<file path="src/rtl/hwloop_pkg.sv">
package hwloop_pkg;

   // Source of the instruction delivered in a fetch cycle
   typedef enum logic {
      SRC_MEM = 1'b0,
      SRC_BUF = 1'b1
   } fetch_src_e;

   localparam int unsigned DEF_ADDR_W  = 16;
   localparam int unsigned DEF_INSTR_W = 32;
   localparam int unsigned DEF_COUNT_W = 16;
   localparam int unsigned DEF_DEPTH   = 8;

endpackage

</file>
<file path="src/rtl/hwloop_ctrl.sv">
// Loop bounds, remaining-iteration counter and redirect decision.
module hwloop_ctrl #(
   parameter int unsigned AW    = 16,
   parameter int unsigned CW    = 16,
   parameter int unsigned DEPTH = 8
) (
   input  logic          clk,
   input  logic          rst_n,
   input  logic          setup_valid,
   input  logic [AW-1:0] setup_start,
   input  logic [AW-1:0] setup_end,
   input  logic [CW-1:0] setup_count,
   input  logic          flush,
   input  logic [AW-1:0] fetch_pc,
   output logic          active_o,
   output logic          redirect_o,
   output logic [AW-1:0] start_o,
   output logic          fits_o,
   output logic          in_body_o
);

   localparam logic [AW-1:0] DEPTH_A = AW'(DEPTH);
   localparam logic [CW-1:0] ONE_C   = CW'(1);

   logic          active_q;
   logic [CW-1:0] remain_q;
   logic [AW-1:0] start_q;
   logic [AW-1:0] end_q;
   logic          fits_q;
   logic          at_end;
   logic          setup_fits;
   logic [AW-1:0] setup_span;

   assign setup_span = setup_end - setup_start;
   assign setup_fits = (setup_end >= setup_start) && (setup_span < DEPTH_A);
   assign at_end     = active_q && (fetch_pc == end_q);
   assign redirect_o = at_end && (remain_q > ONE_C) && !flush && !setup_valid;
   assign in_body_o  = active_q && (fetch_pc >= start_q) && (fetch_pc <= end_q);
   assign active_o   = active_q;
   assign start_o    = start_q;
   assign fits_o     = fits_q;

   always_ff @(posedge clk) begin
      if (!rst_n) begin
         active_q <= 1'b0;
         remain_q <= '0;
         start_q  <= '0;
         end_q    <= '0;
         fits_q   <= 1'b0;
      end else if (flush) begin
         active_q <= 1'b0;
      end else if (setup_valid) begin
         active_q <= 1'b1;
         remain_q <= (setup_count == '0) ? ONE_C : setup_count;
         start_q  <= setup_start;
         end_q    <= setup_end;
         fits_q   <= setup_fits;
      end else if (at_end) begin
         if (remain_q > ONE_C) begin
            remain_q <= remain_q - ONE_C;
         end else begin
            active_q <= 1'b0;
         end
      end
   end

   // an armed loop always has at least one pass left
   assert_remain_nonzero_R4: assert property (@(posedge clk) disable iff (!rst_n)
      active_q |-> (remain_q != '0));

   // the last pass disarms the loop
   assert_exhaust_disarms_R4: assert property (@(posedge clk) disable iff (!rst_n)
      (at_end && remain_q == ONE_C && !flush && !setup_valid) |=> !active_q);

endmodule

</file>
<file path="src/rtl/hwloop_buffer.sv">
// Replay storage: one word and one valid bit per body offset.
module hwloop_buffer #(
   parameter int unsigned IW    = 32,
   parameter int unsigned DEPTH = 8,
   localparam int unsigned IDXW = (DEPTH > 1) ? $clog2(DEPTH) : 1
) (
   input  logic            clk,
   input  logic            rst_n,
   input  logic            clear,
   input  logic            wr_en,
   input  logic [IDXW-1:0] wr_idx,
   input  logic [IW-1:0]   wr_data,
   input  logic            rd_en,
   input  logic [IDXW-1:0] rd_idx,
   output logic            hit,
   output logic [IW-1:0]   rd_data
);

   logic [DEPTH-1:0] valid_q;
   logic [IW-1:0]    word_q [DEPTH];

   for (genvar g = 0; g < DEPTH; g++) begin : g_entry
      always_ff @(posedge clk) begin
         if (!rst_n || clear) begin
            valid_q[g] <= 1'b0;
         end else if (wr_en && (wr_idx == IDXW'(g))) begin
            valid_q[g] <= 1'b1;
         end
      end

      always_ff @(posedge clk) begin
         if (!rst_n) begin
            word_q[g] <= '0;
         end else if (wr_en && (wr_idx == IDXW'(g))) begin
            word_q[g] <= wr_data;
         end
      end
   end

   assign hit     = rd_en && valid_q[rd_idx];
   assign rd_data = word_q[rd_idx];

   // a captured word becomes servable on the next cycle
   assert_capture_valid_R7: assert property (@(posedge clk) disable iff (!rst_n)
      (wr_en && !clear) |=> valid_q[$past(wr_idx)]);

   // a clear leaves nothing servable
   assert_clear_empties_R9: assert property (@(posedge clk) disable iff (!rst_n)
      clear |=> (valid_q == '0));

endmodule

</file>
<file path="src/rtl/hwloop_sequencer.sv">
// Fetch sequencer with a single-level zero-overhead loop and replay buffer.
module hwloop_sequencer
   import hwloop_pkg::*;
#(
   parameter int unsigned AW         = DEF_ADDR_W,
   parameter int unsigned IW         = DEF_INSTR_W,
   parameter int unsigned CW         = DEF_COUNT_W,
   parameter int unsigned DEPTH      = DEF_DEPTH,
   parameter bit          USE_BUFFER = 1'b1,
   parameter int unsigned RESET_PC   = 0
) (
   input  logic          clk,
   input  logic          rst_n,
   input  logic          setup_valid,
   input  logic [AW-1:0] setup_start,
   input  logic [AW-1:0] setup_end,
   input  logic [CW-1:0] setup_count,
   input  logic          flush,
   output logic          imem_req,
   output logic [AW-1:0] imem_addr,
   input  logic [IW-1:0] imem_rdata,
   output logic [AW-1:0] instr_pc,
   output logic [IW-1:0] instr_data,
   output logic          instr_from_buf,
   output logic          loop_active
);

   localparam int unsigned IDXW = (DEPTH > 1) ? $clog2(DEPTH) : 1;

   initial begin
      assert (DEPTH >= 2 && (DEPTH & (DEPTH - 1)) == 0)
         else $fatal(1, "DEPTH must be a power of two, at least 2");
      assert (CW >= 2) else $fatal(1, "CW must be at least 2");
      assert (AW > IDXW) else $fatal(1, "AW must exceed the buffer index width");
   end

   logic [AW-1:0] pc_q;
   logic [AW-1:0] pc_next;
   logic          redirect;
   logic [AW-1:0] loop_start;
   logic          body_fits;
   logic          in_body;
   logic          buf_hit;
   logic [IW-1:0] buf_data;
   fetch_src_e    src;

   hwloop_ctrl #(
      .AW    (AW),
      .CW    (CW),
      .DEPTH (DEPTH)
   ) u_ctrl (
      .clk         (clk),
      .rst_n       (rst_n),
      .setup_valid (setup_valid),
      .setup_start (setup_start),
      .setup_end   (setup_end),
      .setup_count (setup_count),
      .flush       (flush),
      .fetch_pc    (pc_q),
      .active_o    (loop_active),
      .redirect_o  (redirect),
      .start_o     (loop_start),
      .fits_o      (body_fits),
      .in_body_o   (in_body)
   );

   if (USE_BUFFER) begin : g_buf
      logic [IDXW-1:0] idx;
      logic            lookup;
      assign idx    = IDXW'(pc_q - loop_start);
      assign lookup = body_fits && in_body;

      hwloop_buffer #(
         .IW    (IW),
         .DEPTH (DEPTH)
      ) u_buf (
         .clk     (clk),
         .rst_n   (rst_n),
         .clear   (flush || setup_valid),
         .wr_en   (lookup && !buf_hit),
         .wr_idx  (idx),
         .wr_data (imem_rdata),
         .rd_en   (lookup),
         .rd_idx  (idx),
         .hit     (buf_hit),
         .rd_data (buf_data)
      );
   end else begin : g_nobuf
      assign buf_hit  = 1'b0;
      assign buf_data = '0;
   end

   assign src            = buf_hit ? SRC_BUF : SRC_MEM;
   assign imem_req       = (src == SRC_MEM);
   assign imem_addr      = pc_q;
   assign instr_pc       = pc_q;
   assign instr_from_buf = (src == SRC_BUF);
   assign instr_data     = (src == SRC_BUF) ? buf_data : imem_rdata;
   assign pc_next        = redirect ? loop_start : (pc_q + AW'(1));

   always_ff @(posedge clk) begin
      if (!rst_n) begin
         pc_q <= AW'(RESET_PC);
      end else begin
         pc_q <= pc_next;
      end
   end

   // a redirect lands on the first body address in the next cycle
   assert_redirect_target_R3: assert property (@(posedge clk) disable iff (!rst_n)
      redirect |=> (pc_q == $past(loop_start)));

   // without a redirect the fetch address steps by one
   assert_linear_step_R10: assert property (@(posedge clk) disable iff (!rst_n)
      !redirect |=> (pc_q == $past(pc_q) + AW'(1)));

   // flush disarms the loop
   assert_flush_disarms_R9: assert property (@(posedge clk) disable iff (!rst_n)
      flush |=> !loop_active);

   // an oversized body is never served from the buffer
   assert_oversize_memory_R8: assert property (@(posedge clk) disable iff (!rst_n)
      (loop_active && !body_fits) |-> imem_req);

endmodule

</file>
<file path="config.mk">
export PLATFORM = sky130hd
export DESIGN_NAME = hwloop_sequencer
export DESIGN_NICKNAME = d
export VERILOG_FILES = /design/src/rtl/hwloop_pkg.sv /design/src/rtl/hwloop_ctrl.sv /design/src/rtl/hwloop_buffer.sv /design/src/rtl/hwloop_sequencer.sv
export SDC_FILE = /design/constraint.sdc
export NUM_CORES = 1
export LEC_CHECK = 0
export ABC_AREA = 1
export BUFFER_PORTS_ARGS = -buffer_cell sky130_fd_sc_hd__buf_2
export CAP_MARGIN = 20
export CORE_MARGIN = 2
export CORE_UTILIZATION = 41
export DETAILED_ROUTE_END_ITERATION = 8
export HOLD_SLACK_MARGIN = 0.1
export PLACE_DENSITY = 0.56
export SKIP_LAST_GASP = 1
export SYNTH_ARGS = -nofsm -noshare
export SYNTH_HDL_FRONTEND = slang
export SYNTH_HIERARCHICAL = 1
export SYNTH_SLANG_ARGS = --single-unit
</file>
<file path="constraint.sdc">
create_clock -name clk -period 5.7 [get_ports clk]
set_clock_uncertainty 0.15 [all_clocks]
set_input_delay 1.425 -clock clk [delete_from_list [all_inputs] [get_ports clk]]
set_output_delay 1.425 -clock clk [all_outputs]
set_load 0.02 [all_outputs]
</file>
* Word level (Yosys, flattened, before mapping)
Memories as Yosys holds them, arrays and structs flattened. Cells that the tools add are included.
Storage, ports and cells: register bits after elaboration 74, RAM bits 256, output and inout port bits 67, logic and storage cells 122, memories kept 1
Memories:
- g_buf.u_buf.word_q | words 8, bits a word 32, rd ports 1, clocked after memory_dff 0, wr ports 8, RTL line hwloop_buffer.sv:20 | logic [IW-1:0] word_q [DEPTH];
Operators by class: add/sub/neg operators 4, $lt $le $gt $ge 6, eq/ne operators 9, muxes and demuxes 45, bitwise operators 11, reductions and logical operators 32
Operators by type and width (number):
- 32-bit 2-to-1 mux | 9
- 16-bit 2-to-1 mux | 5
- 16-bit greater-or-equal comparator | 2
- 1-bit 2-to-1 mux | 30
- 1-bit logical AND | 18
- 16-bit by 1-bit adder with 16-bit output, second input constant | 1
- 16-bit equality test | 1
- 16-bit by 1-bit > comparator with 1-bit output, second input constant | 1
- 16-bit <= comparator | 1
- 16-bit zero test | 1
- 16-bit by 4-bit < comparator with 1-bit output, second input constant | 1
- 16-bit by 1-bit subtractor with 16-bit output, second input constant | 1
- 16-bit subtractor | 1
- 3-bit equality test, second input constant | 4
- 1-bit OR | 8
- 3-bit by 2-bit equality test with 1-bit output, second input constant | 2
- 1-bit zero test | 4
- 3-bit by 4-bit < comparator with 1-bit output, second input constant | 1
- 2-bit AND reduction | 2
- 2-bit nonzero test | 2
- 1-bit binary-select mux with 3-bit select | 1
- 3-bit by 1-bit equality test with 1-bit output, second input constant | 1
- 3-bit zero test | 1
- 1-bit inverter | 3
- other kinds (5) | 6

* Depth between registers and ports, before layout
Gate-level depths: netlist (run 1).
depth in word-level cells 12, mapped depth 23, gate-level depth less buffers 20

* Cells and area by module
The synthesis (run 1) kept the hierarchy.
Modules (own cells, without submodules):
- hwloop_buffer | instances 1, cells each 1246, area each 11900.2 sq um
- hwloop_ctrl | instances 1, cells each 630, area each 4098.9 sq um
- hwloop_sequencer | instances 1, cells each 285, area each 1561.5 sq um

* Least setup slack after synthesis (run 1)
No wires, ideal clock.
kind register to output, start point register pc_q[0], in the netlist imem_addr[0], end point output instr_data[21], arrival 3.079 ns, path slack 1.046 ns, stages on the path, launching flop included 16, cell sequence dfxtp_1 inv_1 ha_1 fa_1 inv_1 inv_2 buf_2 buf_2 nand3_1 nand2_1 nor2_1 nor2_1 clkbuf_1 clkbuf_1 nand2_1 nand2_1
RTL lines:
- start, declared | RTL line hwloop_sequencer.sv:37 | logic [AW-1:0] pc_q;
- start signal, assigned | RTL line hwloop_sequencer.sv:103 | pc_q <= AW'(RESET_PC);
- start signal, assigned | RTL line hwloop_sequencer.sv:105 | pc_q <= pc_next;
- 3-bit subtractor | RTL line hwloop_sequencer.sv:70 | assign idx = IDXW'(pc_q - loop_start);
- via g_buf.idx[1] | RTL line hwloop_sequencer.sv:68 | logic [IDXW-1:0] idx;
- 1-bit binary-select mux with 3-bit select | RTL line hwloop_buffer.sv:40 | assign hit = rd_en && valid_q[rd_idx];
- 1-bit 2-to-1 mux (implied by the code) | RTL line hwloop_buffer.sv:40
- 1-bit logical AND | RTL line hwloop_buffer.sv:40
- 1-bit 2-to-1 mux | RTL line hwloop_sequencer.sv:93 | assign src = buf_hit ? SRC_BUF : SRC_MEM;
- via instr_from_buf | RTL line hwloop_sequencer.sv:24 | output logic instr_from_buf,
- 32-bit 2-to-1 mux | RTL line hwloop_sequencer.sv:98 | assign instr_data = (src == SRC_BUF) ? buf_data : imem_rdata;
- end, declared | RTL line hwloop_sequencer.sv:23 | output logic [IW-1:0] instr_data,
The timed path passes the listed nets, and every way through them passes these cells. The select of a mux whose other input is x is not followed.

* Worst setup path in the final report (run 1)
start point register pc_q[0], in the netlist imem_addr[0], end point output instr_data[8]
RTL lines (RTL line):
- 3-bit subtractor * | hwloop_sequencer.sv:70
- via g_buf.idx[2] | hwloop_sequencer.sv:68
- 1-bit binary-select mux with 3-bit select | hwloop_buffer.sv:40
- 1-bit 2-to-1 mux (implied by the code) | hwloop_buffer.sv:40
- 1-bit logical AND | hwloop_buffer.sv:40
- 1-bit 2-to-1 mux | hwloop_sequencer.sv:93
- 32-bit 2-to-1 mux * | hwloop_sequencer.sv:98
Mark *: on every way through the listed nets, which the timed path passes. The rest lies on a longest branch. The select of a mux whose other input is x is not followed.

==> results_dict.tcl, run 1 <==
set metrics [dict create \
    cts_setup_buffers 0 \
    cts_htree_levels 2 \
    initial_core_util 0.417 \
    fin_nets 2404 \
    cts.path.max_buffers 3 \
    gp_congestion 0.859 \
    detailed_place.area_sq_mm 0.0186 \
    num_antenna_cells 0 \
    cts.sinks 330 \
    cp-end-kind "primary output" \
    dr.pass1.iters 5 \
    avgSynthCellArea_sq_um 8.13 \
    crit_required_ns 4.12 \
    dieArea_sq_mm 0.0445 \
    power_switching_mw 1.78 \
    grt_usage 0.222 \
    synth_cells 2161 \
    fin_area_sq_mm 0.0199 \
    antenna_found_initial 1 \
    relSlewSlack 0.279 \
    syn-cell-area_sq_mm 0.0176 \
    worstRegToRegCells 15 \
    drc 0 \
    rsz0062_at_grt "no" \
    vias 14490 \
    grt_pass1_vias 13992 \
    wl_per_cell_microns 17.4 \
    grt_pass1_wl_microns 77000 \
    clock_latency_ns 0.54 \
    p_leak_nw 9.08 \
    synth.yosys.warnings 6 \
    clkPwrFrac 0.395 \
    post_cts_resized 0 \
    hold_path.class "reg2reg" \
    path_clk_slew_ns 0.06 \
    cp_max_fo 19 \
    synth.net_count 2298 \
    pre_cts_ws_ns 0.948 \
    outcome "finished clean" \
    synthFlopType "edfxtp_1" \
    internal-power_mw 4.48 \
    switching_share 0.284 \
    dr.first_iter.drc_count 1082 \
    row_count 75 \
    maxCapViolations 0 \
    async_reset_ff_frac 0 \
    ioPinCount 151 \
    port_buffers 150 \
    wl_microns 49300 \
    vias_per_cell 5.11 \
    fin_crit_ns 5.29 \
    worst_pin_slew_ns 1.08 \
    hpwl_microns 30600 \
    cts_tree "done" \
    worst_slack_ns 0.413 \
    ir_worst_vdd_mv 0.165 \
    synth.yosys.seq_area_share 0.522 \
    tns_ns 0 \
    core-area_sq_mm 0.0421 \
    die_w_microns 211 \
    synthToLayoutAreaGrowth_pct 13.1 \
    cellPowerDensity_mw_per_mm2 315 \
    numCtsBuffers 38 \
    synth-edff-count 256 \
    fp.dieH_microns 211 \
    cts_root_buf "clkbuf_16" \
    path_class "reg2out" \
    pwr-share-comb 0.171 \
    p_total_mw 6.26 \
    layout_worst_path_cycle_share 0.927 \
    ant_nets 0 \
    cp.arrival_ns 3.71 \
    synth-seq-cells 330 \
    setup_violations 0 \
    hold_viol 0 \
    cp-start-kind "flop" \
    drv_slew 0 \
    grt_max_degree 65 \
    drive_above_1_share 0.129 \
    grt_overflow 0 \
    fmax_ghz 0.189 \
    min_path_cells 2 \
    power_frac_seq 0.433 \
    synth_cell_types 49 \
    hold_buffers 0 \
    fin_hold_ws_ns 0.308 \
]
-- through the flow --
step                       util  instances
after CTS                 0.471       2832
after global routing      0.471       2834
after global placement    0.441       2764
after floorplan               -       2161
after detailed placement  0.441       2764
final                     0.471       2834
-- synth_stat cells (13+ instances only) --
cell type  number  area, sq um
a21oi_1        91          455
buf_2          39          195
buf_4          16          120
buf_6          18          203
clkbuf_1       36          135
dfxtp_1        74         1480
edfxtp_1      256         7690
ha_1           52          651
inv_1         177          664
inv_2          13         48.8
nand2_1       449         1690
nand3_1        50          250
nand4_1        13         81.3
nor2_1        587         2200
o21ai_0       124          621
o21ai_1        77          385
-- final cells by class --
class                   instances  area (sq um)
fillers                      4147         22300
flip-flops and latches        330          9170
multi-input cells            1522          7010
clock buffers                  53          1060
repair buffers                184          1040
inverters                     191           721
well taps                     539           674
clock inverters                15           190
-- critical path, stage by stage (launching register included) --
cell and delay (ns):
dfxtp_1 0.44, inv_1 0.09, ha_1 0.22, fa_1 0.40, xnor2_2 0.17, buf_4 0.32
nand3_1 0.13, nand2_1 0.11, nor2_4 0.04, inv_1 0.56, buf_4 0.37, nand2_1 0.08
nand2_1 0.06, buf_2 0.16
-- cells by family after synthesis --
logic type,Yosys count,share of synthesized area
simple gates,1143,0.260
flops,330,0.522
compound gates,312,0.0921
buf+inv,309,0.0807
fa+ha+maj,53,0.0382
xor+xnor,14,0.00698
-- routing by layer --
metal | up-vias | wire length [microns] | GRT usage
met2 | 446 | 23000 | 0.369
met4 | 0 | 1060 | 0.0597
met1 | 6774 | 22000 | 0.303
li1 | 7193 | - | -
met3 | 77 | 3220 | 0.0340
met5 | - | 0 | 0
-- power groups by stage --
stage	clock, mW	sequential, mW	combinational, mW
2_1_floorplan	0	2.75	0.773
3_3_place_gp	0	2.76	1.06
3_5_place_dp	0	2.76	1.07
4_1_cts	2.52	2.71	1.07
5_1_grt	2.61	2.72	1.22
6_report	2.47	2.71	1.07
-- registers in the layout, summed over array words and instances (netlist names) --
signal / cells
g_buf.u_buf/word_q: 256
imem_addr: 16
u_ctrl/end_q: 16
u_ctrl/remain_q: 16
u_ctrl/start_o: 16
g_buf.u_buf/valid_q: 8
u_ctrl/active_o: 1
u_ctrl/fits_o: 1
-- path summary, 6_finish.rpt --
| check | from | slack (ns) | to |
|---|---|---|---|
| hold reg to reg | u_ctrl/end_q[5]$_SDFFE_PN0P_ | 0.31 | u_ctrl/end_q[5]$_SDFFE_PN0P_ |
| setup / recovery | imem_addr[0]$_SDFF_PN0_ | 0.41 | instr_data[8] |
| hold / removal | u_ctrl/end_q[5]$_SDFFE_PN0P_ | 0.31 | u_ctrl/end_q[5]$_SDFFE_PN0P_ |
| setup reg to reg | imem_addr[0]$_SDFF_PN0_ | 1.42 | g_buf.u_buf/word_q[1][15]$_SDFFCE_PN0P_ |
-- placed cells by master (no fill, tap or decap), types with 31 or more instances in the layout --
cell type / count
nor2_1: 586
nand2_1: 441
edfxtp_1: 256
inv_1: 175
buf_2: 150
o21ai_0: 124
a21oi_1: 91
o21ai_1: 77
dfxtp_1: 74
ha_1: 52
nand3_1: 50
clkbuf_16: 39
buf_4: 31
No activity file was read; power rests on OpenSTA's default activity.
==> run 2: changes to the inputs <==
- CORE_ASPECT_RATIO: not set -> 0.5
==> run 2 against run 1 <==
Die area increased by 0.23%. Critical path depth down 1. Non-clock buffer count down 10. Count of clock-buffer cells in the layout fell by 8. Sequential share of layout area rose by 0.65 points. Via count shrank 2.0%. Fmax shrank 1.6%. Register-to-register slack better by 0.04 ns. Highest routed layer unchanged. Sequential cell count is the same.
==> results_dict.tcl, run 2 (synthesis results as in run 1) <==
set metrics [dict create \
    pre_cts_ws_ns 0.905 \
    wl_microns 48300 \
    fin_nets 2387 \
    detailed_place.area_sq_mm 0.0186 \
    clock_latency_ns 0.59 \
    core-area_sq_mm 0.0421 \
    switching_share 0.295 \
    post_cts_resized 0 \
    top_register "g_buf.u_buf/word_q" \
    mostFrequentLayoutCells "586 x nor2_1, 441 x nand2_1, 256 x edfxtp_1" \
    cts_setup_buffers 0 \
    vias_per_cell 4.98 \
    dr.pass1.iters 5 \
    row_count 53 \
    gp_congestion 0.845 \
    grt_overflow 0 \
    rsz0062_at_grt "no" \
    crit_buf_inv 5 \
    layout_commonest_cell "nor2_1" \
    initial_core_util 0.417 \
    grt_usage 0.216 \
    worst_slack_ns 0.325 \
    worst_pin_slew_ns 1.10 \
    worstPathCellList "inv_1 -> ha_1 -> fa_1 -> xnor2_2 -> buf_4 -> nor2_1 -> nor2_4 -> inv_1 -> buf_4 -> nand2_1 -> nand2_1 -> buf_2" \
    grt_pass1_vias 13307 \
    maxCapViolations 0 \
    cts.path.max_buffers 3 \
    relSlewSlack 0.263 \
    fmax_ghz 0.186 \
    fin_area_sq_mm 0.0196 \
    power_switching_mw 1.70 \
    numCtsBuffers 31 \
    fp.dieH_microns 150 \
    p_leak_nw 8.91 \
    cp-end-kind "primary output" \
    cts_htree_levels 1 \
    cp_slowest_cell "inv_1" \
    layout_worst_path_cycle_share 0.943 \
    dieArea_sq_mm 0.0446 \
    n_fill_cell 4199 \
    die_w_microns 297 \
    ant_nets 0 \
    hpwl_microns 28400 \
    power_frac_seq 0.471 \
    cpPeakStageDelay_ns 0.69 \
    largest_register_ffs 256 \
    hold_path.class "reg2reg" \
    port_buffers 150 \
    hold_viol 0 \
    ioPinCount 151 \
    cp_max_fo 19 \
    crit_required_ns 4.12 \
    fin_hold_ws_ns 0.312 \
    hold_buffers 0 \
    antenna_found_initial 0 \
    num_antenna_cells 0 \
    drc 0 \
    grt_max_degree 101 \
    path_class "reg2out" \
    drive_above_1_share 0.124 \
    cp-start-kind "flop" \
    cts_tree "done" \
    dr.first_iter.drc_count 1013 \
    cp.arrival_ns 3.80 \
    pwr-share-comb 0.187 \
    crit_family "buffers and inverters" \
    drv_slew 0 \
    path_clk_slew_ns 0.07 \
    ir_worst_vdd_mv 0.238 \
    setup_violations 0 \
    synthToLayoutAreaGrowth_pct 11.6 \
    cts.sinks 330 \
    clkPwrFrac 0.342 \
    outcome "finished clean" \
    grt_pass1_wl_microns 74200 \
    tns_ns 0 \
    internal-power_mw 4.06 \
    fin_crit_ns 5.38 \
    wl_per_cell_microns 16.9 \
    cts_root_buf "clkbuf_16" \
    cellPowerDensity_mw_per_mm2 294 \
    vias 14195 \
]
-- run 2: changes by cell type in the layout (fill, tap and decap cells not counted), sizes merged --
cell,delta
buf,-10
clkbuf,-8
bufinv,-4
inv,-2
clkinv,+2
-- run 2: final timing paths --
path,startpoint,to,slack (ns),cells past startpoint
setup / recovery,imem_addr[0]$_SDFF_PN0_,instr_data[9],0.32,12
hold / removal,u_ctrl/end_q[10]$_SDFFE_PN0P_,u_ctrl/end_q[10]$_SDFFE_PN0P_,0.31,2
setup reg to reg,imem_addr[0]$_SDFF_PN0_,g_buf.u_buf/word_q[6][15]$_SDFFCE_PN0P_,1.46,13
hold reg to reg,u_ctrl/end_q[10]$_SDFFE_PN0P_,u_ctrl/end_q[10]$_SDFFE_PN0P_,0.31,2
-- run 2: worst reg2reg max path, stage by stage (launching register included) --
cell	delay (ns)
dfxtp_1	0.45
inv_1	0.10
ha_1	0.22
fa_1	0.41
xnor2_2	0.17
buf_4	0.23
nor2_1	0.22
nor2_4	0.06
buf_4	0.28
nor2_1	0.24
nand2_1	0.09
inv_1	0.20
nand3_2	0.88
nor2_1	0.37
-- run 2: layout make-up --
cell class	instances	area, sq um	area share
flip-flops and latches	330	9170	0.468
multi-input cells	1522	7040	0.360
repair buffers	174	1000	0.0511
clock buffers	45	872	0.0445
well taps	577	722	0.0369
inverters	191	721	0.0368
clock inverters	11	62.6	0.00319
-- run 2: power by group through the flow --
stage | Sequential [mW] | Combinational [mW] | Clock [mW]
finish | 2.71 | 1.08 | 1.97
global route | 2.72 | 1.23 | 2.10
CTS | 2.71 | 1.08 | 2.01
detailed placement | 2.76 | 1.07 | 0
global placement | 2.76 | 1.07 | 0
floorplan | 2.75 | 0.773 | 0
-- run 2: per-layer routing --
metal,vias to the layer above,track usage,part of all wire
met5,-,0,0
met2,301,0.364,0.47
met1,6687,0.303,0.47
met4,0,0.0374,0.013
li1,7155,-,-
met3,52,0.0279,0.051
-- run 2: through the flow --
step | util | cells | power, mW
final | 0.465 | 2850 | 5.76
after global routing | 0.465 | 2850 | 6.04
after CTS | 0.463 | 2846 | 5.79
after detailed placement | 0.441 | 2790 | 3.83
after global placement | 0.441 | 2790 | 3.83
after floorplan | - | 2161 | 3.53
==> run 3: changes to the inputs <==
- CELL_PAD_IN_SITES_DETAIL_PLACEMENT: not set -> 1
- CELL_PAD_IN_SITES_GLOBAL_PLACEMENT: not set -> 2
- CORE_UTILIZATION: 41 -> 39
- CTS_CLUSTER_DIAMETER: not set -> 100
- HOLD_SLACK_MARGIN: 0.1 -> 0.12
- PLACE_DENSITY: 0.56 -> 0.83
==> run 3 against run 2 <==
Sequential power about the same. Global-route usage up 1.1 points. First-iteration DRC count down 14%. Cell count up 0.77%. Worst hold slack worse by 0.0042 ns. Final area up 1.2%. Count of clock-buffer cells in the layout down 1. Critical path type unchanged. Critical endpoint is now instr_data[8].
==> results_dict.tcl, run 3 (synthesis results as in run 1) <==
set metrics [dict create \
    post_cts_resized 0 \
    layout_commonest_cell "nor2_1" \
    cp-start-kind "flop" \
    fin_hold_ws_ns 0.307 \
    maxCapViolations 0 \
    hold_viol 0 \
    cellPowerDensity_mw_per_mm2 307 \
    worstRegToRegCells 16 \
    crit_required_ns 4.12 \
    ir_worst_vdd_mv 0.183 \
    initial_core_util 0.399 \
    dieArea_sq_mm 0.0468 \
    cts_setup_buffers 0 \
    fin_crit_ns 5.29 \
    cp_max_fo 24 \
    cts.sinks 330 \
    ant_nets 0 \
    regArea_sq_mm 0.00917 \
    min_path_cells 2 \
    cts_htree_levels 2 \
    hold_buffers 0 \
    worst_slack_ns 0.413 \
    hpwl_microns 33300 \
    synthToLayoutAreaGrowth_pct 12.9 \
    die_w_microns 304 \
    wl_microns 52900 \
    cts_root_buf "clkbuf_16" \
    grt_max_degree 100 \
    path_clk_slew_ns 0.06 \
    drc 0 \
    rsz0062_at_grt "no" \
    pre_cts_ws_ns 0.989 \
    outcome "finished clean" \
    dr.pass1.iters 5 \
    cts_tree "done" \
    wl_per_cell_microns 18.4 \
    vias 14600 \
    r2r-start "imem_addr[0]$_SDFF_PN0_" \
    min-delay-start "u_ctrl/end_q[11]$_SDFFE_PN0P_" \
    grt_overflow 0 \
    relSlewSlack 0.272 \
    port_buffers 150 \
    n_fill_cell 5376 \
    dr.first_iter.drc_count 875 \
    cts.path.max_buffers 3 \
    multiInputGateArea_sq_mm 0.00701 \
    tns_ns 0 \
    grt_usage 0.227 \
    mostFrequentLayoutCells "586 x nor2_1, 441 x nand2_1, 256 x edfxtp_1" \
    numCtsBuffers 34 \
    ioPinCount 151 \
    fmax_ghz 0.189 \
    top_register "g_buf.u_buf/word_q" \
    setup_violations 0 \
    cp.arrival_ns 3.71 \
    cp-end-kind "primary output" \
    path_class "reg2out" \
    row_count 54 \
    core-area_sq_mm 0.0440 \
    reg2reg_slack_ns 1.25 \
    hold_path.class "reg2reg" \
    fin_nets 2396 \
    worst_pin_slew_ns 1.09 \
    clock_latency_ns 0.53 \
    grt_pass1_wl_microns 83800 \
    r2r_end "g_buf.u_buf/word_q[0][13]$_SDFFCE_PN0P_" \
    vias_per_cell 5.08 \
    fp.dieH_microns 154 \
    antenna_found_initial 0 \
    layout_worst_path_cycle_share 0.927 \
    gp_congestion 0.820 \
    drive_above_1_share 0.127 \
    num_antenna_cells 0 \
    largest_register_ffs 256 \
    p_leak_nw 9.03 \
    grt_pass1_vias 15083 \
    hold_end "u_ctrl/end_q[11]$_SDFFE_PN0P_" \
    drv_slew 0 \
]
==> run 3: cell types whose count changed in the layout (fill, tap and decap cells not counted), sizes merged <==
| cell | previous run | this run |
|---|---|---|
| clkinv | 12 | 15 |
| clkinvlp | 0 | 1 |
| clkbuf | 45 | 44 |
| buf | 174 | 180 |
| inv | 190 | 189 |
| bufinv | 0 | 3 |
==> run 3: area by class of cell <==
| class | instances | area share |
|---|---|---|
| tap | 588 | 0.0371 |
| clock inverter | 17 | 0.00896 |
| timing repair buffer | 180 | 0.0540 |
| multi-input combinational | 1522 | 0.354 |
| clock buffer | 44 | 0.0475 |
| inverter | 191 | 0.0363 |
| sequential | 330 | 0.462 |
==> run 3: per-stage QoR <==
| stage | cell area (sq um) | total power [mW] | util | cells |
|---|---|---|---|---|
| detailed placement | 18600 | 3.87 | 0.424 | 2808 |
| global route | 19800 | 6.40 | 0.451 | 2872 |
| global placement | 18600 | 3.85 | 0.424 | 2808 |
| CTS | 19800 | 6.16 | 0.449 | 2869 |
| floorplan | 17600 | 3.53 | - | 2161 |
| finish | 19800 | 6.09 | 0.451 | 2872 |
==> run 3: where the power goes <==
part           leakage [nW]  internal (mW)  total [mW]  switching, mW
sequential             3.25           2.67        2.71         0.0410
combinational          5.23          0.328        1.10          0.772
clock                 0.548           1.31        2.28          0.974
total                  9.03           4.31        6.09           1.79
==> run 3: critical path, stage by stage (launching register included) <==
cell	delay, ns
dfxtp_1	0.45
inv_1	0.10
ha_1	0.21
fa_1	0.50
inv_2	0.06
buf_4	0.24
nand3_1	0.12
nand2_1	0.06
nor2_1	0.20
nor2_4	0.08
inv_1	0.44
buf_4	0.39
nand2_1	0.09
nand2_1	0.07
buf_2	0.16
==> run 3: how the worst max path moves through the flow <==
stage	start	to	depth (start not counted)
3_5_place_dp	imem_addr[0]$_SDFF_PN0_	instr_data[28]	14
5_1_grt	imem_addr[0]$_SDFF_PN0_	instr_data[12]	14
6_report	imem_addr[0]$_SDFF_PN0_	instr_data[8]	14
3_3_place_gp	imem_addr[0]$_SDFF_PN0_	instr_data[14]	14
4_1_cts	imem_addr[0]$_SDFF_PN0_	instr_data[28]	14
2_1_floorplan	imem_addr[0]$_SDFF_PN0_	instr_data[21]	15
==> run 3: per-layer routing <==
metal,vias up,share of wire,track usage
met5,-,0,0
met2,183,0.47,0.392
met3,60,0.030,0.0285
li1,7171,-,-
met1,7186,0.48,0.309
met4,0,0.015,0.0441
